<file path="src/rtl/pit_pkg.sv">
package pit_pkg;
  typedef struct packed {
    logic [1:0] chan;
    logic [1:0] access;
    logic [2:0] mode;
    logic       bcd;
  } pit_ctrl_t;

  localparam logic [1:0] ACC_LATCH = 2'b00;
endpackage

</file>
<file path="src/rtl/pit_ctrl_dec.sv">
module pit_ctrl_dec
  import pit_pkg::*;
#(
  parameter int unsigned CHAN_ID = 0
) (
  input  logic       ctrl_we_i,
  input  logic [7:0] wdata_i,
  output logic       arm_clr_o
);
  pit_ctrl_t cw;
  assign cw = pit_ctrl_t'(wdata_i);

  // mode and number format are fixed: rate generator, binary
  logic unused_fields;
  assign unused_fields = ^{cw.mode, cw.bcd};

  assign arm_clr_o = ctrl_we_i && (cw.chan == 2'(CHAN_ID)) && (cw.access != ACC_LATCH);
endmodule

</file>
<file path="src/rtl/pit_load_seq.sv">
module pit_load_seq #(
  parameter int unsigned DW = 8,
  parameter int unsigned CW = 16
) (
  input  logic          clk_i,
  input  logic          rst_ni,
  input  logic          clr_i,
  input  logic          data_we_i,
  input  logic [DW-1:0] wdata_i,
  output logic          commit_o,
  output logic [CW-1:0] commit_val_o,
  output logic [CW-1:0] reload_o
);
  localparam int unsigned NB = CW / DW;
  localparam int unsigned PW = (NB > 1) ? $clog2(NB) : 1;

  logic [PW-1:0]          ptr_q;
  logic [NB-1:0][DW-1:0]  stage_q;
  logic [NB-1:0][DW-1:0]  commit_bytes;
  logic [CW-1:0]          reload_q;
  logic                   last_byte;

  assign last_byte = (ptr_q == PW'(NB - 1));
  assign commit_o  = data_we_i && !clr_i && last_byte;

  // the byte being written now replaces its staged slot in the assembled count
  for (genvar b = 0; b < NB; b++) begin : g_bytes
    assign commit_bytes[b] = (ptr_q == PW'(b)) ? wdata_i : stage_q[b];
  end
  assign commit_val_o = commit_bytes;
  assign reload_o     = reload_q;

  always_ff @(posedge clk_i or negedge rst_ni) begin
    if (!rst_ni) begin
      ptr_q    <= '0;
      stage_q  <= '0;
      reload_q <= '0;
    end else if (clr_i) begin
      ptr_q <= '0;
    end else if (data_we_i) begin
      stage_q[ptr_q] <= wdata_i;
      if (last_byte) begin
        ptr_q    <= '0;
        reload_q <= commit_val_o;
      end else begin
        ptr_q <= ptr_q + PW'(1);
      end
    end
  end

  a_r2_ptr_cleared: assert property (@(posedge clk_i) disable iff (!rst_ni)
    clr_i |=> (ptr_q == '0));
  a_r7_reload_held: assert property (@(posedge clk_i) disable iff (!rst_ni)
    !commit_o |=> $stable(reload_q));
endmodule

</file>
<file path="src/rtl/pit_down_counter.sv">
module pit_down_counter #(
  parameter int unsigned CW = 16
) (
  input  logic          clk_i,
  input  logic          rst_ni,
  input  logic          clr_i,
  input  logic          start_i,
  input  logic [CW-1:0] start_val_i,
  input  logic [CW-1:0] reload_i,
  input  logic          tick_i,
  output logic          out_o
);
  localparam logic [CW-1:0] ONE = CW'(1);
  localparam logic [CW-1:0] TWO = CW'(2);

  logic          run_q;
  logic          out_q;
  logic [CW-1:0] cnt_q;

  // zero wraps to all ones on the first decrement, giving a 2**CW period
  always_ff @(posedge clk_i or negedge rst_ni) begin
    if (!rst_ni) begin
      run_q <= 1'b0;
      out_q <= 1'b1;
      cnt_q <= '0;
    end else if (clr_i) begin
      run_q <= 1'b0;
      out_q <= 1'b1;
    end else if (!run_q) begin
      if (start_i) begin
        cnt_q <= start_val_i;
        run_q <= 1'b1;
      end
    end else if (tick_i) begin
      if (cnt_q == ONE) begin
        cnt_q <= reload_i;
        out_q <= 1'b1;
      end else begin
        cnt_q <= cnt_q - ONE;
        if (cnt_q == TWO) out_q <= 1'b0;
      end
    end
  end

  assign out_o = out_q;

  a_r5_low_one_tick: assert property (@(posedge clk_i) disable iff (!rst_ni)
    (!out_q && tick_i) |=> out_q);
  a_r2_clear_idle: assert property (@(posedge clk_i) disable iff (!rst_ni)
    clr_i |=> (out_q && !run_q));
  a_r4_start_runs: assert property (@(posedge clk_i) disable iff (!rst_ni)
    (start_i && !clr_i) |=> run_q);
  a_r8_frozen: assert property (@(posedge clk_i) disable iff (!rst_ni)
    (run_q && !tick_i && !clr_i) |=> ($stable(cnt_q) && $stable(out_q)));
  a_r1_idle_high: assert property (@(posedge clk_i) disable iff (!rst_ni)
    !run_q |-> out_q);
endmodule

</file>
<file path="src/rtl/pit_rate_chan.sv">
module pit_rate_chan #(
  parameter int unsigned CHAN_ID = 0,
  parameter int unsigned DW      = 8,
  parameter int unsigned CW      = 16
) (
  input  logic          clk_i,
  input  logic          rst_ni,
  input  logic          ctrl_we_i,
  input  logic          data_we_i,
  input  logic [DW-1:0] wdata_i,
  input  logic          tick_i,
  output logic          out_o
);
  logic          arm_clr;
  logic          commit;
  logic [CW-1:0] commit_val;
  logic [CW-1:0] reload_val;
  logic [7:0]    cw_byte;

  if (DW >= 8) begin : g_cw_wide
    assign cw_byte = wdata_i[7:0];
  end else begin : g_cw_narrow
    assign cw_byte = 8'(wdata_i);
  end

  pit_ctrl_dec #(.CHAN_ID(CHAN_ID)) u_dec (
    .ctrl_we_i (ctrl_we_i),
    .wdata_i   (cw_byte),
    .arm_clr_o (arm_clr)
  );

  pit_load_seq #(.DW(DW), .CW(CW)) u_load (
    .clk_i        (clk_i),
    .rst_ni       (rst_ni),
    .clr_i        (arm_clr),
    .data_we_i    (data_we_i),
    .wdata_i      (wdata_i),
    .commit_o     (commit),
    .commit_val_o (commit_val),
    .reload_o     (reload_val)
  );

  pit_down_counter #(.CW(CW)) u_cnt (
    .clk_i       (clk_i),
    .rst_ni      (rst_ni),
    .clr_i       (arm_clr),
    .start_i     (commit),
    .start_val_i (commit_val),
    .reload_i    (reload_val),
    .tick_i      (tick_i),
    .out_o       (out_o)
  );
endmodule

</file>
<file path="config.mk">
export PLATFORM = sky130hd
export DESIGN_NAME = pit_rate_chan
export DESIGN_NICKNAME = d
export VERILOG_FILES = /design/src/rtl/pit_pkg.sv /design/src/rtl/pit_ctrl_dec.sv /design/src/rtl/pit_load_seq.sv /design/src/rtl/pit_down_counter.sv /design/src/rtl/pit_rate_chan.sv
export SDC_FILE = /design/constraint.sdc
export NUM_CORES = 1
export LEC_CHECK = 0
export ABC_AREA = 1
export BUFFER_PORTS_ARGS = -buffer_cell sky130_fd_sc_hd__buf_2
export CAP_MARGIN = 40
export CORE_MARGIN = 1.5
export CORE_UTILIZATION = 55
export DETAILED_ROUTE_END_ITERATION = 8
export PLACE_DENSITY = 0.73
export RECOVER_POWER = 25
export SYNTH_ARGS = -nofsm -noshare
export SYNTH_HDL_FRONTEND = slang
export SYNTH_SLANG_ARGS = --single-unit
</file>
<file path="constraint.sdc">
create_clock -name clk_i -period 2.5 [get_ports clk_i]
set_input_delay 0.5 -clock clk_i [delete_from_list [all_inputs] [get_ports clk_i]]
set_output_delay 0.5 -clock clk_i [all_outputs]
set_load 0.01 [all_outputs]
</file>
==> impl_metrics.json, run 1 <==
{
  "status": "complete, no violations",
  "synth.avg_cell_area_um2": 7.02,
  "yosys.area_share.adder": 0.0126,
  "finish.utilization": 0.613,
  "setup_violations": 0,
  "core-area_um2": 5170,
  "period_needed_ns": 1.99,
  "cts_max_level": 2,
  "grt_max_degree": 26,
  "start_util": 0.576,
  "drive_gt1_frac": 0.0853,
  "place_hpwl_mm": 5.40,
  "dr.pass1.iters": 7,
  "grt_antenna_before_repair": 0,
  "portBuffers": 13,
  "p_leak_nw": 1.60,
  "holdWs_ns": 0.193,
  "die_h_um": 76.6,
  "drt_wl_total_mm": 7.26,
  "setup_ws_ns": 0.515,
  "grt_pass1_wl_mm": 12.2,
  "async_flop_share": 1.00,
  "arrival_ns": 2.19,
  "io_pins": 14,
  "ys_top_cells_by_area": "dfrtp_1, nand2_1, a21oi_1, inv_1, nor2_1",
  "dp_slack_ns": 0.537,
  "vias": 2723,
  "gp_routability_congestion": 0.914,
  "clk_path_buf_depth": 2,
  "yosysTopAreaCellShare": 0.420,
  "drc_errors": 0,
  "holdBufCountCts": 0,
  "worst_pin_slew_ns": 0.840,
  "ant_nets": 0,
  "clkSlewWorstSetupHoldPaths_ns": 0.09,
  "worstPathMaxFanout": 20,
  "cts.sink_count": 51,
  "crit_required_ns": 2.71,
  "crit_type": "reg2reg",
  "hold_class": "in2async",
  "vias_per_cell": 5.40,
  "die_area_um2": 5860,
  "synth_xor_area_frac": 0.00588,
  "placed_cell_area_um2": 3090,
  "ys_top_cells_by_count": "nand2_1, inv_1, nor2_1",
  "slew_violations": 0,
  "synth_top_area_cell": "dfrtp_1",
  "ys_ff_latch": 51,
  "rows": 26,
  "drv_cap": 0,
  "max_slew_margin": 0.440,
  "cts_root_buf": "clkbuf_8",
  "clock_skew_ns": 0.0104,
  "yosys.area_share.simple": 0.309,
  "yosysWarnings": 0,
  "n_antenna_cell": 0,
  "cts_buffers": 5,
  "synth_compound_area_frac": 0.140,
  "irDropWorstVdd_mv": 0.563,
  "yosysUniqueCellTypes": 30,
  "nets": 449,
  "cp-start-kind": "flop",
  "yosysSeqAreaShare": 0.429,
  "synth_top_family_by_area": "simple AND/OR/NAND/NOR gates",
  "tns_ns": 0,
  "die_w_um": 76.6,
  "critPathCaptureType": "flop",
  "insertion_delay_ns": 0.31,
  "powerDensity_nw_per_um2": 909,
  "gr-total-overflow": 0,
  "grt_pass1_vias": 2509,
  "syn_inst": 424,
  "wl_per_cell_um": 14.4,
  "postCtsResizedCells": 0,
  "post-route-period-util": 0.794,
  "clock.fmax_ghz": 0.504,
  "synth_mux_area_frac": 0.00336,
  "grt.total_usage": 0.267,
  "synth_area_um2": 2980,
  "rsz0062_at_grt": "no",
  "finalInstanceArea_um2": 3170,
  "syn2layout_area_growth_pct": 6.43,
  "hold_violations": 0,
  "tritoncts": "built",
  "startpoint": "u_cnt.cnt_q[9]",
  "post_cts_buffers": 0,
  "synth_top_flop_cell": "dfrtp_1",
  "synth_edf_count": 0,
  "synth_most_common_cell": "nand2_1",
  "syn-num-nets": 440,
  "timing.rr.start": "u_cnt.cnt_q[9]",
  "fillers": 477,
  "first_iter_violations": 230
}
-- flip-flops by register name, indices dropped and copies added, names as in the netlist --
signal / cells
u_cnt.cnt_q: 16
u_cnt.out_o: 1
u_cnt.run_q: 1
u_load.last_byte: 1
u_load.reload_o: 16
u_load.stage_q: 16
-- cells by family (layout without fill, tap and decap cells) --
kind of cell	after synthesis	in the layout
DFF	51	51
AOI/OAI and AO/OA	80	80
adders and majority gates	3	3
buffers and inverters	72	82
muxes	1	1
and+or+nand+nor	215	215
xor gates and xnor gates	2	2
-- layer usage --
| metal | global-route usage | vias to the layer above | part of all wire |
|---|---|---|---|
| li1 | - | 1367 | - |
| met1 | 0.376 | 1270 | 0.47 |
| met2 | 0.410 | 70 | 0.46 |
| met3 | 0.0455 | 16 | 0.047 |
| met4 | 0.106 | 0 | 0.024 |
| met5 | 0 | - | 0 |
-- final cells by class --
type / instances / area (um^2) / share of cell area
inverter: 53 / 199 / 0.0628
clock buffer: 7 / 76.3 / 0.0241
multi-input combinational: 301 / 1400 / 0.443
clock inverter: 1 / 5.00 / 0.00158
timing repair buffer: 21 / 120 / 0.0379
sequential: 51 / 1280 / 0.403
tap: 70 / 87.6 / 0.0276
-- final timing paths --
path,cells past startpoint,slack [ns],to
max in group asynchronous,2,1.13,u_load.stage_q[0]
hold reg to reg,2,0.49,u_load.stage_q[2]
setup reg to reg,7,0.51,u_cnt.cnt_q[1]
hold / removal,1,0.19,u_load.reload_o[11]
min in group clk_i,3,0.43,u_load.stage_q[13]
setup / recovery,7,0.51,u_cnt.cnt_q[1]
-- metrics by stage --
step	power, mW	cells
after global placement	2.39	496
after CTS	2.88	504
final	2.88	504
after global routing	3.13	504
after floorplan	2.11	424
after detailed placement	2.42	496
-- worst max-delay path, stage by stage (launching register included) --
cell and delay [ns]:
dfrtp_1 0.44, nor2_1 0.16, nand2_1 0.12, nor2_4 0.33, nand2_2 0.32, or2_0 0.30, a21oi_1 0.15, nor2_1 0.05
-- cell usage in the layout (no fill, tap or decap), drive strengths merged --
master  count
nand3b      3
a21oi      40
xor2        1
o21a        1
nand2     114
a211oi      2
mux2i       1
nand3      38
or2         3
nand4       2
dfrtp      50
ha          3
o21ai      31
dfstp       1
clkinv      1
clkbuf      9
o211ai      2
o22ai       4
xnor2       1
nor2       55
buf        19
inv        53
-- power breakdown --
group          internal [mW]  switching [mW]  leakage [nW]
combinational          0.389           0.702         0.958
clock                  0.197           0.269        0.0422
sequential              1.09           0.236         0.601
total                   1.67            1.21          1.60
Power figures use the tool's default switching activity.
==> run 2, diff against run 1 <==
Clock period 2.5 ns to 1.9 ns, I/O delays scaled along.
==> impl_metrics.json, run 2 (same netlist as run 1, synthesis figures left out) <==
{
  "cts_max_level": 2,
  "power_switching_mw": 1.62,
  "timing.rr.start": "u_cnt.cnt_q[1]",
  "final-seq-area_um2": 1280,
  "grt_max_degree": 26,
  "powerDensity_nw_per_um2": 1230,
  "crit_type": "reg2reg",
  "hold_violations": 0,
  "multiInputGateArea_um2": 1410,
  "worstPathMaxFanout": 15,
  "irDropWorstVdd_mv": 0.680,
  "core-area_um2": 5170,
  "portBuffers": 13,
  "cts_buffers": 5,
  "cts.sink_count": 51,
  "clk_path_buf_depth": 2,
  "dp_slack_ns": 0.220,
  "p_leak_nw": 1.66,
  "insertion_delay_ns": 0.30,
  "crit_family": "simple AND/OR/NAND/NOR gates",
  "critPathBufInv": 2,
  "max_slew_margin": 0.153,
  "die_h_um": 76.6,
  "seqPwrFrac": 0.434,
  "use_met1": 0.388,
  "drv_cap": 0,
  "grt_antenna_before_repair": 0,
  "drc_errors": 0,
  "reg2reg_depth": 9,
  "crit_required_ns": 2.14,
  "switching_share": 0.403,
  "intPower_mw": 2.39,
  "fillers": 482,
  "first_iter_violations": 214,
  "rsz0062_at_grt": "no",
  "tns_ns": 0,
  "ant_nets": 0,
  "use_met2": 0.414,
  "critPathMaxStageDelay_ns": 0.43,
  "grt_pass1_wl_mm": 12.3,
  "met3_usage": 0.0419,
  "final_cells": 511,
  "hold_class": "in2async",
  "gr-total-overflow": 0,
  "start_util": 0.576,
  "finish.utilization": 0.631,
  "holdWs_ns": 0.317,
  "io_pins": 14,
  "place_hpwl_mm": 5.24,
  "drive_gt1_frac": 0.109,
  "power_frac_comb": 0.364,
  "power_frac_clock": 0.201,
  "die_w_um": 76.6,
  "grt_pass1_vias": 2578,
  "syn2layout_area_growth_pct": 9.66,
  "tritoncts": "built",
  "worst_pin_slew_ns": 1.27,
  "vias_per_cell": 5.32,
  "path_cells": "inv_1 > ha_1 > nand2_2 > nor2_4 > nand2_2 > buf_4 > nand3_1 > nand3_1 > a21oi_1",
  "period_needed_ns": 1.68,
  "gp_routability_congestion": 0.923,
  "nets": 456,
  "mostFrequentLayoutCell": "nand2_1",
  "final_cell_mix": "nand2_1, inv_1, nor2_1, dfrtp_1, a21oi_1",
  "critPathCaptureType": "flop",
  "crit_slowest_cell": "dfrtp_1",
  "clock_skew_ns": 0.00351,
  "cts_root_buf": "clkbuf_8",
  "vias": 2719,
  "cp-start-kind": "flop",
  "drt_wl_total_mm": 7.13,
  "slew_violations": 0,
  "arrival_ns": 1.92,
  "r2r_slack_ns": 0.22,
  "status": "complete, no violations",
  "place_inst": 503,
  "r2r_end": "u_cnt.cnt_q[6]",
  "n_antenna_cell": 0,
  "holdBufCountCts": 0,
  "setup_violations": 0,
  "die_area_um2": 5860,
  "wl_per_cell_um": 14.0,
  "grt.total_usage": 0.265,
  "clkSlewWorstSetupHoldPaths_ns": 0.10,
  "dr.pass1.iters": 5,
  "setup_ws_ns": 0.218,
  "post-route-period-util": 0.885,
  "top_usage_layer": "met2",
  "clock.fmax_ghz": 0.594,
  "rows": 26
}
## run 2: changes by cell type in the layout (fill, tap and decap cells not counted)
cell / previous run / this run
clkbuf_2: 0 / 1
nor2_1: 52 / 51
bufinv_16: 0 / 1
nor2_2: 0 / 1
buf_4: 7 / 14
clkinv_2: 1 / 0
clkbuf_8: 5 / 6
clkbuf_1: 4 / 1
inv_6: 0 / 1
## run 2: per-stage QoR
step | instance area (um^2) | power [mW]
finish | 3270 | 4.01
global route | 3270 | 4.34
CTS | 3270 | 4.00
detailed placement | 3150 | 3.19
global placement | 3150 | 3.15
floorplan | 2980 | 2.78
## run 2: worst max path at each step
| stage | start | end | slack [ns] | depth (start not counted) |
|---|---|---|---|---|
| 6_report | u_cnt.cnt_q[1] | u_cnt.cnt_q[6] | 0.22 | 9 |
| 3_5_place_dp | u_cnt.cnt_q[0] | u_cnt.cnt_q[12] | 0.22 | 9 |
| 5_1_grt | u_cnt.cnt_q[0] | u_cnt.cnt_q[8] | 0.03 | 10 |
| 4_1_cts | u_cnt.cnt_q[0] | u_cnt.cnt_q[10] | 0.18 | 8 |
| 3_3_place_gp | u_cnt.cnt_q[0] | u_cnt.cnt_q[12] | 0.20 | 9 |
| 2_1_floorplan | u_cnt.cnt_q[1] | u_cnt.cnt_q[1] | 0.40 | 9 |
## run 2: power groups by stage
stage | Sequential (mW) | Combinational [mW] | Clock, mW
6_report | 1.74 | 1.46 | 0.808
5_1_grt | 1.79 | 1.70 | 0.860
4_1_cts | 1.73 | 1.45 | 0.816
3_5_place_dp | 1.75 | 1.44 | 0
3_3_place_gp | 1.75 | 1.40 | 0
2_1_floorplan | 1.66 | 1.12 | 0
## run 2: final cells by class
class,instances,area share
Clock buffer,6,0.0253
Inverter,53,0.0609
Clock inverter,2,0.0119
Tap cell,70,0.0268
Timing Repair Buffer,28,0.0533
Multi-Input combinational cell,301,0.431
Sequential cell,51,0.391
## run 2: timing repair
| action | CTS | global route |
|---|---|---|
| setup endpoints to repair | 0 | 3 |
| gates resized for setup | 0 | 1 |
| buffers inserted | 0 | 0 |
## run 2: per-layer routing
layer / share of wire / vias to the layer above / wire length, um
met5: 0 / - / 0
met4: 0.0090 / 0 / 64
met3: 0.049 / 8 / 347
met2: 0.46 / 72 / 3270
met1: 0.48 / 1256 / 3450
li1: - / 1383 / -
